`config.mk`:
```
export PLATFORM = sky130hd
export DESIGN_NAME = line_encoder
export DESIGN_NICKNAME = d
export VERILOG_FILES = /design/src/rtl/lenc_pkg.sv /design/src/rtl/lenc_hold.sv /design/src/rtl/lenc_shape.sv /design/src/rtl/lenc_retime.sv /design/src/rtl/line_encoder.sv
export SDC_FILE = /design/constraint.sdc
export NUM_CORES = 1
export LEC_CHECK = 0
export BUFFER_PORTS_ARGS = -buffer_cell sky130_fd_sc_hd__buf_2
export CAP_MARGIN = 0
export CORE_AREA = 5 5 42 44
export CTS_CLUSTER_SIZE = 28
export DETAILED_ROUTE_END_ITERATION = 8
export DIE_AREA = 0 0 47 49
export GPL_ROUTABILITY_DRIVEN = 0
export PLACE_DENSITY = 0.37
export SLEW_MARGIN = 20
export SYNTH_ARGS = -nofsm -noshare
export SYNTH_HDL_FRONTEND = slang
export SYNTH_HIERARCHICAL = 1
export SYNTH_SLANG_ARGS = --single-unit
```
`constraint.sdc`:
```
create_clock -name clk -period 1.15 [get_ports clk]
set_clock_uncertainty 0.05 [all_clocks]
set_input_delay 0.2875 -clock clk [delete_from_list [all_inputs] [get_ports clk]]
set_output_delay 0.2875 -clock clk [all_outputs]
set_load 0.01 [all_outputs]
```
`src/rtl/lenc_pkg.sv`:
```
package lenc_pkg;
  localparam int FMT_W = 2;

  typedef enum logic [FMT_W-1:0] {
    FMT_NRZ  = 2'b00,
    FMT_NRZI = 2'b01,
    FMT_RZ   = 2'b10,
    FMT_MAN  = 2'b11
  } line_fmt_e;
endpackage

```
`src/rtl/lenc_hold.sv`:
```
module lenc_hold
  import lenc_pkg::*;
(
  input  logic      clk,
  input  logic      rst_n,
  input  logic      bit_stb,
  input  logic      din,
  input  line_fmt_e fmt_in,
  output logic      bit_q,
  output line_fmt_e fmt_q,
  output logic      lvl_q
);
  logic      bit_d;
  line_fmt_e fmt_d;
  logic      lvl_d;

  // next-state: capture only on the early-half strobe
  always_comb begin
    bit_d = bit_q;
    fmt_d = fmt_q;
    lvl_d = lvl_q;
    if (bit_stb) begin
      bit_d = din;
      fmt_d = fmt_in;
      if (fmt_in == FMT_NRZI) begin
        lvl_d = lvl_q ^ din;
      end
    end
  end

  always_ff @(posedge clk or negedge rst_n) begin
    if (!rst_n) begin
      bit_q <= 1'b0;
      fmt_q <= FMT_NRZ;
      lvl_q <= 1'b0;
    end else begin
      bit_q <= bit_d;
      fmt_q <= fmt_d;
      lvl_q <= lvl_d;
    end
  end

  AST_NRZI_ZERO_HOLD: assert property (@(posedge clk) disable iff (!rst_n)
    (bit_stb && fmt_in == FMT_NRZI && !din) |=> $stable(lvl_q));
  AST_NRZI_ONE_FLIP: assert property (@(posedge clk) disable iff (!rst_n)
    (bit_stb && fmt_in == FMT_NRZI && din) |=> (lvl_q != $past(lvl_q)));
  AST_LVL_KEPT: assert property (@(posedge clk) disable iff (!rst_n)
    (!bit_stb || fmt_in != FMT_NRZI) |=> $stable(lvl_q));
  AST_LATE_IGNORED: assert property (@(posedge clk) disable iff (!rst_n)
    !bit_stb |=> ($stable(bit_q) && $stable(fmt_q)));
endmodule

```
`src/rtl/lenc_shape.sv`:
```
module lenc_shape
  import lenc_pkg::*;
(
  input  logic      bit_stb,
  input  logic      din,
  input  line_fmt_e fmt_in,
  input  logic      bit_q,
  input  line_fmt_e fmt_q,
  input  logic      lvl_q,
  output logic      line_o
);
  logic early_v;
  logic late_v;

  // early half: new bit and new format straight from the inputs
  always_comb begin
    unique case (fmt_in)
      FMT_NRZI: early_v = lvl_q ^ din;
      default:  early_v = din;
    endcase
  end

  // late half: held bit and held format
  always_comb begin
    unique case (fmt_q)
      FMT_NRZ:  late_v = bit_q;
      FMT_NRZI: late_v = lvl_q;
      FMT_RZ:   late_v = 1'b0;
      FMT_MAN:  late_v = ~bit_q;
      default:  late_v = 1'b0;
    endcase
  end

  assign line_o = bit_stb ? early_v : late_v;
endmodule

```
`src/rtl/lenc_retime.sv`:
```
module lenc_retime (
  input  logic clk,
  input  logic rst_n,
  input  logic d_in,
  output logic q_out
);
  logic q_d;

  assign q_d = d_in;

  always_ff @(posedge clk or negedge rst_n) begin
    if (!rst_n) begin
      q_out <= 1'b0;
    end else begin
      q_out <= q_d;
    end
  end
endmodule

```
`src/rtl/line_encoder.sv`:
```
module line_encoder
  import lenc_pkg::*;
(
  input  logic                clk,
  input  logic                rst_n,
  input  logic                bit_stb,
  input  logic                din,
  input  logic [FMT_W-1:0]    fmt_sel,
  output logic                enc_mealy,
  output logic                enc_moore
);
  line_fmt_e fmt_in;
  line_fmt_e fmt_q;
  logic      bit_q;
  logic      lvl_q;

  assign fmt_in = line_fmt_e'(fmt_sel);

  lenc_hold u_hold (
    .clk     (clk),
    .rst_n   (rst_n),
    .bit_stb (bit_stb),
    .din     (din),
    .fmt_in  (fmt_in),
    .bit_q   (bit_q),
    .fmt_q   (fmt_q),
    .lvl_q   (lvl_q)
  );

  lenc_shape u_shape (
    .bit_stb (bit_stb),
    .din     (din),
    .fmt_in  (fmt_in),
    .bit_q   (bit_q),
    .fmt_q   (fmt_q),
    .lvl_q   (lvl_q),
    .line_o  (enc_mealy)
  );

  lenc_retime u_retime (
    .clk   (clk),
    .rst_n (rst_n),
    .d_in  (enc_mealy),
    .q_out (enc_moore)
  );

  AST_MOORE_LAG: assert property (@(posedge clk) disable iff (!rst_n)
    1'b1 |=> (enc_moore == $past(enc_mealy)));
  AST_RZ_LATE_LOW: assert property (@(posedge clk) disable iff (!rst_n)
    (bit_stb && fmt_sel == FMT_RZ) |=> (!bit_stb -> !enc_mealy));
  AST_MAN_SPLIT: assert property (@(posedge clk) disable iff (!rst_n)
    (bit_stb && fmt_sel == FMT_MAN) |=> (!bit_stb -> (enc_mealy != $past(enc_mealy))));
  AST_NRZ_FLAT: assert property (@(posedge clk) disable iff (!rst_n)
    (bit_stb && fmt_sel == FMT_NRZ) |=> (!bit_stb -> (enc_mealy == $past(din))));
endmodule

```
==> metrics.md <==
| Metric | Value |
|---|---|
| Synth Cell Area | `~220 sq um` |
| Vias in the first global route | `204` |
| Worst setup path class | `reg -> out` |
| Clk slew on worst S/H paths | `around 50 ps` |
| Final hold violation count | `0` |
| Ratio of final minimum period to clock period | `150%` |
| Simple-gate portion of the synthesized area | `about an eighth` |
| Max cap viols | `0` |
| Kind of end point of the critical path | `output port` |
| Post-Synth XOR/XNOR Area | `7.91%` |
| Fin Setup TNS | `-577 ps` |
| Maximum clock frequency | `slightly below 600 MHz` |
| Via density | `around 3.9` |
| Area of the core | `1400 sq um` |
| Synth top area share | `between 50 and 60%` |
| Total number of vias | `roughly 190` |
| Top-count cell post-synth | `dfrtp_1` |
| Layout cells sized above 1 | `between 60% and 70%` |
| Clk_lat worst skew | `240 ps` |
| DP HPWL | `approximately 400 um` |
| CTS sink cnt | `5` |
| Most common flop cell mapped by yosys | `dfrtp_1` |
| Worst slew pin tran | `284 ps` |
| Critical path required time | `slightly above 800 ps` |
| Hold Crit Class | `in -> async` |
| Clock tree buffer depth | `2` |
| Cell count after synthesis | `16` |
| Root Buffer | `clkbuf_4` |
| Synth area leaders | `dfrtp_1 (56%), mux2_2 (15%), xnor2_1 (7.9%)` |
| Global Route Usage Sum | `5.23%` |
| Avg Cell Area, Syn | `13.8 sq um` |
| Antenna cell count | `0` |
| WL per Instance | `~12 um` |
| RSZ-0062 raised after global routing | `true` |
| Fill count | `roughly 160` |
| IO Port Bufs | `7` |
| Drt total wl | `between 500 and 600 um` |
| Compound-Gate Fraction of Synth Area | `under 10%` |
| Final setup vio count | `1` |
| Drt drc | `0` |
| Number of flops mapped to enable cells by yosys | `0` |
| Pwr dens | `1640 nW/um^2` |
| Initial DRC Count | `3` |
| Die width | `roughly 47 um` |
| FP Rows | `14` |
| Largest family of logic cells by synthesized area | `multiplexers` |
| Status | `complete, but fails checks` |
| Max H-tree Level | `1` |
| Leak pwr | `approximately 0.00017 uW` |
| Worst-path maximum fanout | `2` |
| Failing checks | `setup timing` |
| Synth-to-layout area growth | `68.9%` |
| Final worst slack | `-577 ps` |
| Shortest period the worst path allows | `approximately 1700 ps` |
| TritonCTS clock tree | `done` |
| 1st-pass router iterations | `2` |
| Die extent in y | `49 um` |
| Multi-input logic area | `about 110 sq um` |
| Adder-Cell Fraction of Synth Area | `0%` |
| Syn Nets | `22` |
| TritonCTS Buffers | `3` |
| Hold Slack | `~340 ps` |
| Arrival time at the worst endpoint | `around 1400 ps` |
| Initial antenna violation count | `0` |
| Post-synthesis sequential area ratio | `56.5%` |
| Max VDD drop | `~540 uV` |
| IO Count | `8` |
| ANT nets after route | `0` |
| FF+latch count, synth | `5` |
| Starting density of the core | `15.8%` |
| Die area | `approximately 2300 sq um` |
| Critical path launch point type | `flop` |
| Layout Nets | `41` |
| Largest net degree at the start of global routing | `6` |
| Yosys Warn Count | `6` |
| First-pass GRT wire length | `approximately 800 um` |
| Post-synthesis mux area share | `between 10% and 20%` |
| Max Slew Vio Count | `0` |
| Post-synth top area cell | `dfrtp_1` |
| Ys async rst share | `100%` |
| Synth cell count leaders | `dfrtp_1 (5), mux2_2 (3), xnor2_1 (2)` |
| Post-CTS Setup Bufs | `0` |
| FF/Latch Area | `between 100 and 150 sq um` |
| Max_slew headroom | `about four fifths` |
| Count of cell types in the netlist | `9` |
| Global route overflow | `0` |
metal layers:
layer  track usage [%]  vias to the layer above  wire, um
li1                  -                       95         -
met1              6.68                       87       254
met2              5.88                       10       251
met3              5.54                        2        71
met4              1.38                        0        19
met5                 0                        -         0
worst max-delay path, stage by stage, from the launching register on:
cell	delay, ps
dfrtp_1	370
nor3b_4	160
a2111oi_2	350
a21o_1	140
buf_2	130
stage by stage:
step | setup slack [ps] | area [sq um] | power [uW] | cells | utilization, %
floorplan | -151 | 221 | 297 | 16 | -
global placement | -264 | 322 | 382 | 45 | 22.9
detailed placement | -265 | 322 | 379 | 45 | 22.9
CTS | -529 | 358 | 597 | 50 | 25.5
global route | -656 | 374 | 659 | 50 | 26.7
finish | -577 | 374 | 615 | 50 | 26.7
worst paths after layout:
| check | cells past startpoint | startpoint | slack [ps] | endpoint |
|---|---|---|---|---|
| setup / recovery | 4 | u_hold/fmt_q[0] | -580 | enc_mealy |
| hold / removal | 2 | rst_n | 340 | u_hold/bit_q |
| setup reg to reg | 3 | u_hold/fmt_q[0] | 20 | u_retime/q_out |
| hold reg to reg | 1 | u_hold/bit_q | 530 | u_hold/bit_q |
| max in group asynchronous | 2 | rst_n | 570 | u_hold/fmt_q[1] |
| min in group clk | 3 | fmt_sel[1] | 340 | u_hold/fmt_q[1] |
cell usage in the layout, fill, tap and decap left out:
| master | count |
|---|---|
| dlygate4sd3_1 | 1 |
| buf_2 | 7 |
| a21o_1 | 1 |
| xnor2_1 | 2 |
| nand4b_1 | 1 |
| clkbuf_4 | 3 |
| clkbuf_1 | 1 |
| a2111oi_2 | 1 |
| nand3b_1 | 1 |
| buf_4 | 6 |
| dfrtp_1 | 5 |
| nor2_1 | 1 |
| mux2_2 | 3 |
| nor3b_4 | 1 |
sequential cells by signal (all words and copies together), names as in the netlist:
register        cells
u_hold/fmt_q        2
u_hold/bit_q        1
u_hold/lvl_q        1
u_retime/q_out      1
final cells by class:
class                           count  share of cell area [%]
Multi-Input combinational cell     11                    30.1
Timing Repair Buffer               14                    24.1
Sequential cell                     5                    33.4
Clock buffer                        4                    7.02
Tap cell                           16                    5.35
cell families (layout without fill, tap and decap cells):
| kind of cell | after synthesis | count (layout) |
|---|---|---|
| compound gates | 2 | 2 |
| xor+xnor | 2 | 2 |
| buf+inv | 0 | 18 |
| flops | 5 | 5 |
| mux | 3 | 3 |
| simple gates | 4 | 4 |
power by group:
group          switching, uW  leakage, uW  internal (uW)
clock                   75.8    0.0000150            131
combinational           57.7    0.0000979           99.5
sequential              38.1    0.0000589            212
timing repair:
action	CTS	global route
pin swaps	0	1
gates resized for setup	0	3
endpoints found under the hold margin	5	0
endpoints found under the setup margin	1	2
hold buffers	1	0
Note: power is estimated with default switching activity, not from simulation.
